**src/rtl/ata_tf_pkg.sv**
```systemverilog
package ata_tf_pkg;

   localparam int FIS_BYTES  = 20;
   localparam int FIS_BITS   = FIS_BYTES * 8;
   localparam int NUM_PARAM  = 5;
   localparam logic [7:0] FIS_TYPE_H2D = 8'h27;
   localparam logic [7:0] FIS_CMD_FLAG = 8'h80;

   typedef enum logic [2:0] {
      OFS_DATA  = 3'd0,
      OFS_FEAT  = 3'd1,
      OFS_COUNT = 3'd2,
      OFS_LBAL  = 3'd3,
      OFS_LBAM  = 3'd4,
      OFS_LBAH  = 3'd5,
      OFS_DEV   = 3'd6,
      OFS_CMD   = 3'd7
   } tf_ofs_e;

   typedef struct packed {
      logic [7:0] older;
      logic [7:0] newer;
   } hist_t;

   // Byte k of the frame lands in bits [8k+7:8k].
   function automatic logic [FIS_BITS-1:0] build_fis(
      input logic [7:0] cmd,
      input hist_t      feat,
      input hist_t      cnt,
      input hist_t      lbal,
      input hist_t      lbam,
      input hist_t      lbah,
      input logic [7:0] dev,
      input logic [7:0] ctl
   );
      logic [FIS_BITS-1:0] f;
      f = '0;
      f[  0 +: 8] = FIS_TYPE_H2D;
      f[  8 +: 8] = FIS_CMD_FLAG;
      f[ 16 +: 8] = cmd;
      f[ 24 +: 8] = feat.newer;
      f[ 32 +: 8] = lbal.newer;
      f[ 40 +: 8] = lbam.newer;
      f[ 48 +: 8] = lbah.newer;
      f[ 56 +: 8] = dev;
      f[ 64 +: 8] = lbal.older;
      f[ 72 +: 8] = lbam.older;
      f[ 80 +: 8] = lbah.older;
      f[ 88 +: 8] = feat.older;
      f[ 96 +: 8] = cnt.newer;
      f[104 +: 8] = cnt.older;
      f[120 +: 8] = ctl;
      return f;
   endfunction

endpackage

```
**src/rtl/ata_tf_hist.sv**
```systemverilog
module ata_tf_hist
   import ata_tf_pkg::*;
#(
   parameter int BYTE_W = 8
) (
   input  logic              clk,
   input  logic              rst_n,
   input  logic              wr,
   input  logic [BYTE_W-1:0] wdata,
   input  logic              sel_old,
   output logic [BYTE_W-1:0] newer,
   output logic [BYTE_W-1:0] older,
   output logic [BYTE_W-1:0] rd
);

   generate
      if (BYTE_W != 8) begin : g_bad_width
         $error("ata_tf_hist: BYTE_W must be 8");
      end
   endgenerate

   always_ff @(posedge clk) begin
      if (!rst_n) begin
         newer <= '0;
         older <= '0;
      end else if (wr) begin
         older <= newer;
         newer <= wdata;
      end
   end

   assign rd = sel_old ? older : newer;

   AST_HIST_SHIFT: assert property (@(posedge clk) disable iff (!rst_n)
      wr |=> (older == $past(newer)) && (newer == $past(wdata)));

   AST_HIST_HOLD: assert property (@(posedge clk) disable iff (!rst_n)
      !wr |=> $stable(newer) && $stable(older));

endmodule

```
**src/rtl/ata_tf_fis_tx.sv**
```systemverilog
module ata_tf_fis_tx
   import ata_tf_pkg::*;
#(
   parameter int STREAM_W = 8
) (
   input  logic                clk,
   input  logic                rst_n,
   input  logic                load,
   input  logic [FIS_BITS-1:0] fis_in,
   input  logic                ready,
   output logic                valid,
   output logic [STREAM_W-1:0] data,
   output logic                last
);

   localparam int BEAT_BYTES = STREAM_W / 8;
   localparam int BEATS      = FIS_BYTES / BEAT_BYTES;
   localparam int IDX_W      = (BEATS > 1) ? $clog2(BEATS) : 1;
   localparam logic [IDX_W-1:0] LAST_IDX = IDX_W'(BEATS - 1);

   generate
      if (STREAM_W != 8 && STREAM_W != 32) begin : g_bad_stream
         $error("ata_tf_fis_tx: STREAM_W must be 8 or 32");
      end
      if ((FIS_BYTES % BEAT_BYTES) != 0) begin : g_bad_split
         $error("ata_tf_fis_tx: frame must split into whole beats");
      end
   endgenerate

   logic [FIS_BITS-1:0] fis_q;
   logic [IDX_W-1:0]    idx;
   logic [STREAM_W-1:0] beat_w [BEATS];

   genvar b;
   generate
      for (b = 0; b < BEATS; b++) begin : g_beat
         assign beat_w[b] = fis_q[b*STREAM_W +: STREAM_W];
      end
   endgenerate

   always_ff @(posedge clk) begin
      if (!rst_n) begin
         fis_q <= '0;
         idx   <= '0;
         valid <= 1'b0;
      end else if (!valid) begin
         if (load) begin
            fis_q <= fis_in;
            idx   <= '0;
            valid <= 1'b1;
         end
      end else if (ready) begin
         if (idx == LAST_IDX) begin
            valid <= 1'b0;
            idx   <= '0;
         end else begin
            idx <= idx + 1'b1;
         end
      end
   end

   assign data = beat_w[idx];
   assign last = valid && (idx == LAST_IDX);

   AST_STALL_HOLD: assert property (@(posedge clk) disable iff (!rst_n)
      valid && !ready |=> valid && $stable(data) && $stable(last));

   AST_LAST_ENDS: assert property (@(posedge clk) disable iff (!rst_n)
      valid && ready && last |=> !valid);

endmodule

```
**src/rtl/ata_taskfile_shadow.sv**
```systemverilog
module ata_taskfile_shadow
   import ata_tf_pkg::*;
#(
   parameter int ADDR_W        = 10,
   parameter bit USE_SECONDARY = 1'b0,
   parameter int STREAM_W      = 8
) (
   input  logic                clk,
   input  logic                rst_n,
   input  logic                host_wr,
   input  logic [ADDR_W-1:0]   host_addr,
   input  logic [7:0]          host_wdata,
   output logic [7:0]          host_rdata,
   output logic                fis_valid,
   input  logic                fis_ready,
   output logic [STREAM_W-1:0] fis_data,
   output logic                fis_last,
   output logic                busy
);

   localparam int BUSY_BIT = 7;
   localparam int HOB_BIT  = 7;

   logic [ADDR_W-1:0] blk_base;
   logic [ADDR_W-1:0] ctl_addr;

   generate
      if (ADDR_W < 10) begin : g_bad_addr
         $error("ata_taskfile_shadow: ADDR_W must be at least 10");
      end
      if (USE_SECONDARY) begin : g_sec
         assign blk_base = ADDR_W'(10'h170);
         assign ctl_addr = ADDR_W'(10'h376);
      end else begin : g_pri
         assign blk_base = ADDR_W'(10'h1F0);
         assign ctl_addr = ADDR_W'(10'h3F6);
      end
   endgenerate

   logic    in_blk, is_ctl;
   tf_ofs_e ofs;

   assign in_blk = (host_addr[ADDR_W-1:3] == blk_base[ADDR_W-1:3]);
   assign is_ctl = (host_addr == ctl_addr);
   assign ofs    = tf_ofs_e'(host_addr[2:0]);

   logic [7:0] dev_q, ctl_q;
   logic       cmd_fire;

   always_ff @(posedge clk) begin
      if (!rst_n) begin
         dev_q <= '0;
         ctl_q <= '0;
      end else if (host_wr) begin
         if (in_blk && ofs == OFS_DEV) dev_q <= host_wdata;
         if (is_ctl)                   ctl_q <= host_wdata;
      end
   end

   hist_t      prm   [NUM_PARAM];
   logic [7:0] prm_rd[NUM_PARAM];

   genvar i;
   generate
      for (i = 0; i < NUM_PARAM; i++) begin : g_prm
         logic wr_i;
         assign wr_i = host_wr && in_blk && (host_addr[2:0] == 3'(i + 1));
         ata_tf_hist #(.BYTE_W(8)) u_hist (
            .clk     (clk),
            .rst_n   (rst_n),
            .wr      (wr_i),
            .wdata   (host_wdata),
            .sel_old (ctl_q[HOB_BIT]),
            .newer   (prm[i].newer),
            .older   (prm[i].older),
            .rd      (prm_rd[i])
         );
      end
   endgenerate

   assign cmd_fire = host_wr && in_blk && (ofs == OFS_CMD) && !busy;

   logic [FIS_BITS-1:0] fis_img;
   assign fis_img = build_fis(host_wdata, prm[0], prm[1], prm[2], prm[3],
                              prm[4], dev_q, ctl_q);

   ata_tf_fis_tx #(.STREAM_W(STREAM_W)) u_tx (
      .clk    (clk),
      .rst_n  (rst_n),
      .load   (cmd_fire),
      .fis_in (fis_img),
      .ready  (fis_ready),
      .valid  (fis_valid),
      .data   (fis_data),
      .last   (fis_last)
   );

   assign busy = fis_valid;

   logic [7:0] status;
   always_comb begin
      status           = '0;
      status[BUSY_BIT] = busy;
   end

   always_comb begin
      host_rdata = '0;
      if (is_ctl) begin
         host_rdata = status;
      end else if (in_blk) begin
         unique case (ofs)
            OFS_FEAT:  host_rdata = prm_rd[0];
            OFS_COUNT: host_rdata = prm_rd[1];
            OFS_LBAL:  host_rdata = prm_rd[2];
            OFS_LBAM:  host_rdata = prm_rd[3];
            OFS_LBAH:  host_rdata = prm_rd[4];
            OFS_DEV:   host_rdata = dev_q;
            OFS_CMD:   host_rdata = status;
            default:   host_rdata = '0;
         endcase
      end
   end

   AST_CMD_BUSY: assert property (@(posedge clk) disable iff (!rst_n)
      cmd_fire |=> busy && fis_valid);

   AST_CMD_WHILE_BUSY: assert property (@(posedge clk) disable iff (!rst_n)
      busy && fis_valid && !fis_ready && host_wr && in_blk && ofs == OFS_CMD
      |=> $stable(fis_data));

endmodule

```
**config.mk**
```make
export PLATFORM = sky130hd
export DESIGN_NAME = ata_taskfile_shadow
export DESIGN_NICKNAME = d
export VERILOG_FILES = /design/src/rtl/ata_tf_pkg.sv /design/src/rtl/ata_tf_hist.sv /design/src/rtl/ata_tf_fis_tx.sv /design/src/rtl/ata_taskfile_shadow.sv
export SDC_FILE = /design/constraint.sdc
export NUM_CORES = 1
export LEC_CHECK = 0
export CORE_ASPECT_RATIO = 0.75
export CORE_MARGIN = 2
export CORE_UTILIZATION = 65
export DETAILED_ROUTE_END_ITERATION = 16
export DONT_BUFFER_PORTS = 1
export PLACE_DENSITY = 0.78
export SKIP_LAST_GASP = 1
export SYNTH_ARGS = -nofsm -noshare
export SYNTH_HDL_FRONTEND = slang
export SYNTH_HIERARCHICAL = 1
export SYNTH_SLANG_ARGS = --single-unit
export TNS_END_PERCENT = 30
```
**constraint.sdc**
```tcl
create_clock -name clk -period 5.49 [get_ports clk]
set_input_delay 0.549 -clock clk [delete_from_list [all_inputs] [get_ports clk]]
set_output_delay 0.549 -clock clk [all_outputs]
set_load 0.03 [all_outputs]
```
After elaboration in Yosys (flattened, before gate mapping)
Index checks and enable logic that the tools add are counted.
Cells by class
  $add $sub $neg: 1
  magnitude comparators: 1
  eq/ne operators: 11
  mux-type cells: 19
  bitwise operators: 2
  reduce and logical (&&, ||, !) cells: 16
Operator list (number)
  2-to-1 mux 8 bit: 9
  one-hot mux 8 bit (7 select lines): 1
  binary-select mux 8 bit (select 5 bit): 1
  2-to-1 mux 5 bit: 4
  == test 3 bit, second input constant: 4
  == test 10 bit, second input constant: 1
  logical AND 1 bit: 10
  AND reduction 2 bit: 4
  == test 7 x 6 -> 1 bit, second input constant: 1
  == test 3 x 2 -> 1 bit, second input constant: 2
  greater-or-equal comparator 6 bit, second input constant: 1
  inverter 5 -> 6 bit: 1
  adder 5 x 1 -> 5 bit, second input constant: 1
  == test 5 bit, second input constant: 1
  2-to-1 mux 1 bit: 4
  == test 3 x 1 -> 1 bit, second input constant: 1
  inequality test 2 bit, second input constant: 1
  nonzero test 2 bit: 1
  zero test 1 bit: 1
  inverter 1 bit: 1
Storage, ports and cells
  register bits: 211
  bits of input ports: 22
  output and inout port bits: 19
  word-level logic and storage cells: 65

Depth between registers and ports, before layout
Gate-level depths: netlist of the first run.
  depth after elaboration: 6
  mapped depth: 10
  depth with buffers taken out: 8

Hierarchy
Netlist of the first run, hierarchy kept.
Modules (own cells, without submodules)
  ata_tf_fis_tx: times used 1, cells an instance 817, area an instance 7430.9 µm²
  ata_tf_hist: times used 5, cells an instance 60, area an instance 710.7 µm²
  ata_taskfile_shadow: times used 1, cells an instance 145, area an instance 1236.2 µm²

Worst setup path before layout of the first run
Ideal clock, no wire load.
  kind: input to register
  from: in host_addr[8]
  to: reg u_tx.fis_q[100]
  setup time: 0.076 ns
  arrival time: 2.531 ns
  required time: 5.414 ns
  path slack: 2.884 ns
  stages on the path: 10
  buffers on the path: 3
  cell sequence: nand4_1 > nor3b_4 > nand4_1 > nor3_1 > nor2b_1 > buf_2 > clkbuf_1 > clkbuf_1 > nand2_1 > a21boi_0
On the way
  cells in the longest elaborated chain, start to end: 5
RTL lines
  start, declared: RTL line ata_taskfile_shadow.sv:11  | input logic [ADDR_W-1:0] host_addr,
  == test 7 x 6 -> 1 bit: RTL line ata_taskfile_shadow.sv:43  | assign in_blk = (host_addr[ADDR_W-1:3] == blk_base[ADDR_W-1:3]);
  logical AND 1 bit (3 in a row): RTL line ata_taskfile_shadow.sv:81  | assign cmd_fire = host_wr && in_blk && (ofs == OFS_CMD) && !busy;
  net cmd_fire: RTL line ata_taskfile_shadow.sv:48  | logic cmd_fire;
  AND reduction 2 bit (no line)
  end signal, assigned: RTL line ata_tf_fis_tx.sv:48  | fis_q <= fis_in;
  end, declared: RTL line ata_tf_fis_tx.sv:30  | logic [FIS_BITS-1:0] fis_q;
The timed path passes the listed nets, and every way through them passes these cells.
A chain may end at the register's enable or synchronous reset.

Worst setup path in the final report of the first run
  from: reg u_tx.idx[0]
  to: out fis_data[2]
On the way
  cells in the longest elaborated chain, start to end: 4
RTL lines
  start, declared: RTL line ata_tf_fis_tx.sv:31  | logic [IDX_W-1:0] idx;
  start signal, assigned: RTL line ata_tf_fis_tx.sv:57  | idx <= idx + 1'b1;
  inverter 5 -> 6 bit (not written as such): RTL line ata_tf_fis_tx.sv:62  | assign data = beat_w[idx];
  binary-select mux 8 bit (select 5 bit): RTL line ata_tf_fis_tx.sv:62
  2-to-1 mux 8 bit (not written as such) (2 in a row): RTL line ata_tf_fis_tx.sv:62
  end, declared: RTL line ata_taskfile_shadow.sv:16  | output logic [STREAM_W-1:0] fis_data,
No other way between the ends. The select of a mux whose other input is x is not followed.

==> reports/results.ini, run 1 <==
[status]
outcome = finished, final reports clean

[routing]
drt-initial-drc-count = 936
wl_microns = 28200
viasPerCell = 5.73
ant_nets = 0
wire_per_inst_microns = 18.4
drc_errors = 0
vias = 8780
dr.pass1.iters = 5

[min_path]
min_from = host_wdata[4]
hold_depth = 2
hp-class = in2reg
hold_end = u_tx/fis_q[20]

[synth]
netlist_instances = 1262
ys_types = 49
ys.flop_type = dfxtp_1
synth.top_cell.area_share_pct = 42.9
yosys.area_share.simple_pct = 17.0
ys_seq_area_share_pct = 42.9
yosys.area.top_type = dfxtp_1
synth_mux_area_share_pct = 21.7
syn_avg_cell_area_sq_um = 9.68
synthArstFlopShare_pct = 0
synth_common_cells = 347 x nand2_1, 262 x dfxtp_1, 161 x a21boi_0, 110 x mux2i_1, 85 x nor2b_1
yosys_warnings = 6
synth_fa_ha_area_share_pct = 0.102
yosysMostFrequentCell = nand2_1
netlist_area_sq_mm = 0.0122
synthTopCellsByArea = dfxtp_1 43%, nand2_1 11%, a21boi_0 9.9%
synth_xor_xnor_area_share_pct = 0
ys_ff_latch = 262
synth_edf_count = 0
synth_top_family_by_area = multiplexers
synth_compound_area_share_pct = 13.3

[die]
die_area_sq_mm = 0.0199
die_w_microns = 162
start_util_pct = 66.2
ioPinCount = 41
core_sq_mm = 0.0185
die_h_microns = 123
core.rowCount = 43

[sta]
rsz0062_at_grt = false
slew_violations = 0
slew_headroom_pct = 20.4
finalSetupViolCount = 0
fin_tns_setup_ns = 0
fin_crit_ns = 3.86
worst_slew_pin_slew_ns = 1.19
fin_crit_sh_pct = 70.3
fmax_mhz = 259
hold_viol = 0
skew_ns = 0.0208

[global_route]
antenna_found_initial = 0
grt_start_max_net_pins = 271
grt_pass1_vias = 8422
grt-ovfl-total = 0
grt_usage_pct = 28.7
grt_pass1_wl_microns = 45100

[final_layout]
fin_area_sq_mm = 0.0133
layout.nets = 1289
drive_gt1_share_pct = 13.1
diodes = 0
area_delta_synth_final_pct = 8.94

[pwr]
power_density_mw_per_mm2 = 293
ir_drop_mv = 0.251
power_mw = 3.90
p_leak_nw = 4.40

[critical_path]
reg2reg_from = u_tx/valid
cp.depth = 5
required_ns = 4.94
crit_buf_inv = 1
cp.arrival_ns = 3.31
ff2ff_path_depth = 5
ff2ff_setup_slack_ns = 2.99
slowest_delay_ns = 0.91
crit_path_cell_trace = buf_4 -> mux4_1 -> mux2_2 -> a22oi_1 -> o21ai_1
cpLargestDelayFamily = multiplexers
crit_type = reg2out
start_kind = register
cp_slowest_cell = dfxtp_2
reg2reg_to = u_tx/fis_q[56]
cp_max_fo = 25
critPathCaptureType = primary output

[cts]
tritoncts = done
clk_latency_ns = 0.53
cts_buffers = 26
path_clk_slew_ns = 0.06
ctsRootBufferMaster = clkbuf_16
ctsHoldBuffers = 0
cts_resized = 0
clockBufferDepth = 3
h-tree-depth = 1
cts_sinks = 262
post_cts_buffers = 0

[placement]
io_buffers = 0
finalWeightedCongestion = 0.848
placed_area_sq_mm = 0.0124
dpl.hpwl_microns = 17200

[job]
maxCapViolations = 0

per-layer routing:
metal | up-vias | track usage [%] | part of all wire (%)
met5 | - | 0 | 0
met4 | 0 | 8.90 | 2.8
met3 | 58 | 4.53 | 5.5
met2 | 233 | 45.6 | 45
met1 | 4207 | 40.7 | 46
li1 | 4282 | - | -
cell families (layout without fill, tap and decap cells):
kind of cell,Yosys count,after routing
AND/OR/NAND/NOR,470,470
flip-flops,262,262
AO/OA/AOI/OAI,219,219
multiplexers,204,204
buffers and inverters,104,72
other,2,56
adder cells (fa/ha/maj),1,1
sequential cells by signal, indices dropped and copies added, names as in the netlist:
| register | flops |
|---|---|
| dev_q | 8 |
| g_prm.u_hist/older | 40 |
| u_tx/fis_q | 160 |
| g_prm.u_hist/newer | 40 |
| u_tx/valid | 1 |
| ctl_q | 8 |
| u_tx/idx | 5 |
cells in the final DEF (no fill, tap or decap), types with 10 or more instances in the layout:
| cell | synthesis | final |
|---|---|---|
| nor2_1 | 14 | 10 |
| a21boi_0 | 161 | 161 |
| mux4_1 | 11 | 11 |
| nor2b_1 | 85 | 84 |
| mux4_2 | 29 | 29 |
| buf_4 | 5 | 19 |
| dfxtp_1 | 262 | 259 |
| mux2i_1 | 110 | 110 |
| clkbuf_16 | 0 | 27 |
| mux2_2 | 54 | 54 |
| nand2_1 | 347 | 347 |
| conb_1 | 2 | 56 |
power by group:
part           internal [mW]  leakage, nW  switching (mW)
logic                 0.0300         1.82          0.0174
clock network           1.21        0.474           0.744
registers               1.90         2.11        0.000287
total                   3.14         4.40           0.762
worst max-delay path by stage:
stage                      start  slack, ns               to
CTS                  u_tx/idx[0]       1.63      fis_data[2]
finish               u_tx/idx[0]       1.63      fis_data[2]
global route         u_tx/idx[0]       1.50      fis_data[2]
global placement    host_addr[8]       2.06   u_tx/fis_q[29]
floorplan           host_addr[8]       2.88  u_tx/fis_q[100]
detailed placement  host_addr[8]       1.95  u_tx/fis_q[125]
final cells by class:
| type | count | area [sq um] |
|---|---|---|
| sequential | 262 | 5250 |
| inverter | 6 | 22.5 |
| multi-input combinational | 950 | 6620 |
| clock buffer | 35 | 766 |
| tap | 247 | 309 |
| fill | 1355 | 5140 |
| clock inverter | 11 | 188 |
| timing repair buffer | 20 | 163 |
per-stage QoR:
stage / hold WS, ns / cells / setup slack, ns / util [%]
global route: 0.148 / 1531 / 1.50 / 72.1
detailed placement: 0.452 / 1485 / 1.95 / 67.0
floorplan: 0.438 / 1316 / 2.88 / -
finish: 0.154 / 1531 / 1.63 / 72.1
global placement: 0.445 / 1485 / 2.06 / 67.0
CTS: 0.148 / 1531 / 1.63 / 72.1
Note: power is estimated with default switching activity, not from simulation.
==> run 2, diff against run 1 <==
--- a/config.mk
+++ b/config.mk
@@ -7,10 +7,10 @@
 export LEC_CHECK = 0
 export CORE_ASPECT_RATIO = 0.75
 export CORE_MARGIN = 2
-export CORE_UTILIZATION = 65
+export CORE_UTILIZATION = 58
 export DETAILED_ROUTE_END_ITERATION = 16
 export DONT_BUFFER_PORTS = 1
-export PLACE_DENSITY = 0.78
+export PLACE_DENSITY = 0.73
 export SKIP_LAST_GASP = 1
 export SYNTH_ARGS = -nofsm -noshare
 export SYNTH_HDL_FRONTEND = slang
==> constraint.sdc (replaced) <==
create_clock -name clk -period 3.1 [get_ports clk]
set_input_delay 0.31 -clock clk [delete_from_list [all_inputs] [get_ports clk]]
set_output_delay 0.31 -clock clk [all_outputs]
set_load 0.03 [all_outputs]
==> run 2 against run 1 <==
Effect of this change:
- clock skew down 0.013 ns
- register-to-register slack worse by 2.4 ns
- clock power up 74%
- highest routed layer is now met5
- worst hold slack worse by 0.15 ns
- via count up 4.5%
- design area up 7.0%
- core utilization down 2.4 points
- total power up 78%
- sequential share of layout area down 2.6 points
- first-iteration DRC count down 9.6%
==> reports/results.ini, run 2 (same netlist as run 1, synthesis figures left out) <==
[die]
core.rowCount = 45  ; +4.7%
ioPinCount = 41  ; unchanged
start_util_pct = 59.8  ; -6.4 points
die_w_microns = 172  ; +5.7%
core_sq_mm = 0.0204  ; +11%
die_h_microns = 130  ; +5.7%
die_area_sq_mm = 0.0223  ; +12%

[critical_path]
ff2ff_path_depth = 7  ; +2
ff2ff_setup_slack_ns = 0.60  ; -2.39 ns
cp-startpoint = ctl_q[7]
cp_max_fo = 13  ; -48%
cp.arrival_ns = 2.66  ; -0.65 ns
reg2reg_to = u_tx/idx[0]
required_ns = 2.79  ; -2.15 ns
reg2reg_from = u_tx/idx[2]
start_kind = register
critPathCaptureType = primary output
critPathCapture = host_rdata[3]
crit_type = reg2out

[routing]
wire_per_inst_microns = 18.6  ; +1.1%
ant_nets = 0  ; unchanged
drt-initial-drc-count = 846  ; -9.6%
dr.pass1.iters = 5  ; unchanged
drc_errors = 0  ; unchanged
viasPerCell = 5.56  ; -3.1%
vias = 9177  ; +4.5%
wl_microns = 30800  ; +9.1%

[pwr]
pwr-share-clk_pct = 49.3  ; -0.8 points
cellInternalPower_mw = 5.51  ; +75%
power_frac_seq_pct = 48.5  ; -0.2 points
p_comb_share_pct = 2.2  ; +1.0 points
power_mw = 6.94  ; +78%
power_density_mw_per_mm2 = 487  ; +66%
p_sw_mw = 1.43  ; +87%
p_leak_nw = 4.89  ; +11%
ir_drop_mv = 0.433  ; +72%
swShare_pct = 20.5  ; +1.0 points

[final_layout]
layout.nets = 1371  ; +6.4%
final_common_cell = nand2_1
area_delta_synth_final_pct = 16.6
drive_gt1_share_pct = 14.3  ; +1.2 points
largest_reg_flops = 160  ; unchanged
largestRegisters = u_tx/fis_q: 160 flops, g_prm.u_hist/newer: 40 flops, g_prm.u_hist/older: 40 flops
mostFrequentLayoutCells = 347 x nand2_1, 259 x dfxtp_1, 161 x a21boi_0
top_register = u_tx/fis_q

[sta]
fin_crit_sh_pct = 95.8
slew_violations = 0  ; unchanged
fin_crit_ns = 2.97
slew_headroom_pct = 49.3  ; +29 points
skew_ns = 0.00759  ; -0.0133 ns
fmax_mhz = 337
hold_viol = 0  ; unchanged
rsz0062_at_grt = false
worst_slew_pin_slew_ns = 0.759  ; -0.428 ns
finalSetupViolCount = 0  ; unchanged
fin_tns_setup_ns = 0  ; unchanged

[global_route]
grt_pass1_vias = 8931  ; +6.0%
grt_start_max_net_pins = 228  ; -16%
antenna_found_initial = 1  ; +1
grt_pass1_wl_microns = 49300  ; +9.2%
grt-ovfl-total = 0  ; unchanged
grt_usage_pct = 28.2  ; -0.51 points

[cts]
h-tree-depth = 1  ; unchanged
ctsRootBufferMaster = clkbuf_16
tritoncts = done
clk_latency_ns = 0.53  ; about the same
cts_buffers = 26  ; unchanged
path_clk_slew_ns = 0.07  ; about the same
cts_sinks = 262  ; unchanged
clockBufferDepth = 3  ; unchanged
cts_resized = 0  ; unchanged

[status]
outcome = finished, final reports clean

[job]
maxCapViolations = 0  ; unchanged

[min_path]
hp-class = in2reg

[placement]
io_buffers = 0  ; unchanged
finalWeightedCongestion = 0.831  ; -2.0%
dpl.hpwl_microns = 19100  ; +11%

-- run 2: how the worst min path moves through the flow --
stage,from,end,slack (ns),depth (start not counted)
after floorplan,rst_n,g_prm[0].u_hist/newer[6],0.44,1
after global placement,u_tx/fis_q[155],u_tx/fis_q[155],0.45,2
after detailed placement,ctl_q[0],ctl_q[0],0.45,2
after CTS,host_wdata[4],g_prm[4].u_hist/newer[4],0.001,2
after global routing,host_wdata[4],g_prm[4].u_hist/newer[4],0.009,2
final,host_wdata[4],g_prm[4].u_hist/newer[4],0.006,2
-- run 2: final cells by class --
class	instances	area, sq um
fillers	1584	6190
repair buffers	102	1050
diodes	1	2.50
clock buffers	40	825
multi-input cells	950	6620
clock inverters	8	126
well taps	282	353
flip-flops and latches	262	5250
inverters	6	22.5
-- run 2: power by group through the flow --
stage / combinational (mW) / clock (mW) / sequential [mW]
floorplan: 0.119 / 0 / 3.44
global placement: 0.0805 / 0 / 3.44
detailed placement: 0.0809 / 0 / 3.44
CTS: 0.148 / 3.46 / 3.37
global route: 0.162 / 3.61 / 3.36
finish: 0.150 / 3.42 / 3.37
-- run 2: worst max-delay path, stage by stage (launching register included) --
cell	delay (ns)
dfxtp_2	0.60
buf_4	0.26
buf_4	0.17
mux2_2	0.18
inv_1	0.05
o22ai_1	0.15
nor2_1	0.06
nor3_1	0.40
buf_4	0.25
-- run 2: timing repair --
| item | in CTS | in global routing |
|---|---|---|
| buffers inserted | 0 | 0 |
| hold buffers | 57 | 0 |
| hold endpoints to repair | 262 | 0 |
-- run 2: per-stage QoR --
step	hold WS, ns	area [sq um]	worst slack (ns)	utilization (%)	cells
2_1_floorplan	0.438	12400	0.733	-	1316
3_3_place_gp	0.445	12700	0.669	62.2	1545
3_5_place_dp	0.453	12700	0.516	62.2	1545
4_1_cts	0.000983	14200	0.118	69.7	1650
5_1_grt	0.00866	14200	0.0107	69.7	1650
6_report	0.00598	14200	0.131	69.7	1651
-- run 2: layer usage --
layer	up-vias	global-route usage, %	part of all wire [%]
met4	2	7.78	2.7
met5	-	0	0.042
met3	60	5.22	5.7
met1	4438	39.9	47
met2	223	44.7	44
li1	4454	-	-
==> run 3, diff against run 2 <==
--- a/config.mk
+++ b/config.mk
@@ -5,6 +5,7 @@
 export SDC_FILE = /design/constraint.sdc
 export NUM_CORES = 1
 export LEC_CHECK = 0
+export ABC_CLOCK_PERIOD_IN_PS = 3100
 export CORE_ASPECT_RATIO = 0.75
 export CORE_MARGIN = 2
 export CORE_UTILIZATION = 58
==> constraint.sdc (replaced) <==
create_clock -name clk -period 3.1 [get_ports clk]
set_input_delay 0.62 -clock clk [delete_from_list [all_inputs] [get_ports clk]]
set_output_delay 0.62 -clock clk [all_outputs]
set_load 0.03 [all_outputs]
==> run 3 against run 2 <==
Effect of this change:
- routed wire length is 4.5% lower
- combinational power is 43% lower
- global-route usage is 1.3 points lower
- core utilization is 3.2 points lower
- critical endpoint is now host_rdata[6]
- via count is 4.1% lower
- total power is 6.0% lower
- die area stayed put
- first-iteration DRC count is 13% lower
- maximum frequency is 3.7% lower
- worst hold slack better by 0.23 ns
- count of clock-buffer cells in the layout stayed put
==> reports/results.ini, run 3 (same netlist as run 1, synthesis figures left out) <==
[status]
outcome = finished, final reports clean

[sta]
fin_crit_sh_pct = 99.4  ; +3.6 points
slew_headroom_pct = 43.5  ; -5.8 points
skew_ns = 0.0125  ; +0.00495 ns
fin_crit_ns = 3.08  ; +0.113 ns
slew_violations = 0  ; unchanged
rsz0062_at_grt = true
worst_slew_pin_slew_ns = 0.845  ; +0.0861 ns
fmax_mhz = 324  ; -3.7%
fin_tns_setup_ns = 0  ; unchanged
hold_ws_ns = 0.235  ; +0.229 ns
finalSetupViolCount = 0  ; unchanged
hold_viol = 0  ; unchanged

[global_route]
grt_usage_pct = 26.9  ; -1.3 points
grt-ovfl-total = 0  ; unchanged
grt_pass1_vias = 8446  ; -5.4%
antenna_found_initial = 0  ; -1
grt_start_max_net_pins = 271  ; +19%
grt_pass1_wl_microns = 46600  ; -5.4%

[final_layout]
largestRegisters = u_tx/fis_q: 160 flops, g_prm.u_hist/newer: 40 flops, g_prm.u_hist/older: 40 flops
largest_reg_flops = 160  ; unchanged
multiInputGateArea_sq_mm = 0.00665  ; +0.51%
layout.nets = 1321  ; -3.6%
drive_gt1_share_pct = 15.3  ; +1.0 points
area_delta_synth_final_pct = 11.3
fill_cells = 1678  ; +5.9%
mostFrequentLayoutCells = 347 x nand2_1, 259 x dfxtp_1, 161 x a21boi_0
finalCoreUtilization_pct = 66.5  ; -3.2 points
top_register = u_tx/fis_q
final_common_cell = nand2_1
regArea_sq_mm = 0.00525  ; about the same
diodes = 0  ; -1

[critical_path]
start_kind = register
critPathMostFrequentCell = mux2_2
cp.arrival_ns = 2.46  ; -0.20 ns
crit_type = reg2out
critPathCaptureType = primary output
crit_path_cell_trace = buf_12 -> mux2_2 -> mux2_2 -> a221oi_2 -> a211oi_1 -> buf_4
cp_slowest_cell = mux2_2
slowest_delay_ns = 0.38  ; -0.22 ns
required_ns = 2.48  ; -0.31 ns
cp_max_fo = 42  ; +29

[cts]
ctsHoldBuffers = 0  ; -100%
clk_latency_ns = 0.53  ; about the same
path_clk_slew_ns = 0.06  ; about the same
cts_sinks = 262  ; unchanged
ctsRootBufferMaster = clkbuf_16
tritoncts = done
h-tree-depth = 1  ; unchanged
cts_buffers = 26  ; unchanged
clockBufferDepth = 3  ; unchanged

[die]
start_util_pct = 59.8  ; unchanged
die_area_sq_mm = 0.0223  ; unchanged
core.rowCount = 45  ; unchanged
die_h_microns = 130  ; unchanged
ioPinCount = 41  ; unchanged
die_w_microns = 172  ; unchanged
core_sq_mm = 0.0204  ; unchanged

[placement]
finalWeightedCongestion = 0.812  ; -2.3%
dpl.hpwl_microns = 19100  ; -0.15%
io_buffers = 0  ; unchanged

[pwr]
cellInternalPower_mw = 5.21  ; -5.4%
swShare_pct = 20.1  ; -0.45 points
p_comb_share_pct = 1.3  ; -0.9 points
p_sw_mw = 1.31  ; -8.0%
p_leak_nw = 4.55  ; -6.9%
power_frac_seq_pct = 51.6  ; +3.1 points
pwr-share-clk_pct = 47.1  ; -2.2 points
ir_drop_mv = 0.470  ; +8.5%
power_density_mw_per_mm2 = 480  ; -1.5%

[routing]
wire_per_inst_microns = 18.4  ; -1.4%
vias = 8800  ; -4.1%
drc_errors = 0  ; unchanged
drt-initial-drc-count = 733  ; -13%
dr.pass1.iters = 5  ; unchanged
ant_nets = 0  ; unchanged
wl_microns = 29400  ; -4.5%
viasPerCell = 5.51  ; -0.93%

[job]
maxCapViolations = 0  ; unchanged

[min_path]
hp-class = in2reg

## run 3: cell types whose count changed in the layout (fill, tap and decap cells not counted), sizes merged
cell / change
dlygate4sd3: -56
bufinv: -2
clkinvlp: -3
clkinv: +3
diode: -1
buf: +6
## run 3: worst max-delay path, delay by kind of cell, from the launching register on
kind / cells / cell delay [ns]
multiplexers: 2 / 0.66
buffers and inverters: 2 / 0.46
AO/OA/AOI/OAI: 2 / 0.45
flip-flops: 1 / 0.34
## run 3: per-stage QoR
step,setup WS [ns],cells,power (mW),instance area [sq um]
2_1_floorplan,0.414,1316,3.56,12400
3_3_place_gp,0.435,1546,3.52,12700
3_5_place_dp,0.372,1546,3.52,12700
4_1_cts,-0.0446,1597,6.58,13600
5_1_grt,-0.0681,1598,6.74,13600
6_report,0.0183,1598,6.53,13600
## run 3: what timing repair did
action,in CTS,in global routing
setup endpoints to repair,10,10
setup buffers,5,1
gates resized for setup,3,6
hold endpoints to repair,0,0
## run 3: per-layer routing
layer  part of all wire [%]  global-route usage, %  up-vias
li1                       -                      -     4342
met1                     44                   36.2     4186
met2                     47                   44.4      218
met3                    6.0                   4.79       54
met4                    2.9                   8.52        0
met5                      0                      0        -
## run 3: final timing paths
kind | start | to | slack [ns] | depth (start not counted)
max | ctl_q[7] | host_rdata[6] | 0.02 | 6
min | fis_ready | u_tx/valid | 0.24 | 1
max reg2reg | u_tx/valid | u_tx/fis_q[111] | 1.15 | 5
min reg2reg | u_tx/fis_q[56] | u_tx/fis_q[56] | 0.46 | 2
## run 3: power by group through the flow
stage	clock network, mW	registers, mW	logic, mW
after floorplan	0	3.44	0.119
after global routing	3.28	3.36	0.0910
after global placement	0	3.44	0.0822
final	3.07	3.37	0.0855
after CTS	3.13	3.37	0.0831
after detailed placement	0	3.44	0.0826
## run 3: area by class of cell
type / instances / area share [%]
clock inverters: 6 / 0.405
flip-flops and latches: 262 / 38.6
repair buffers: 52 / 3.63
multi-input cells: 950 / 48.9
inverters: 6 / 0.166
clock buffers: 40 / 5.69
well taps: 282 / 2.59
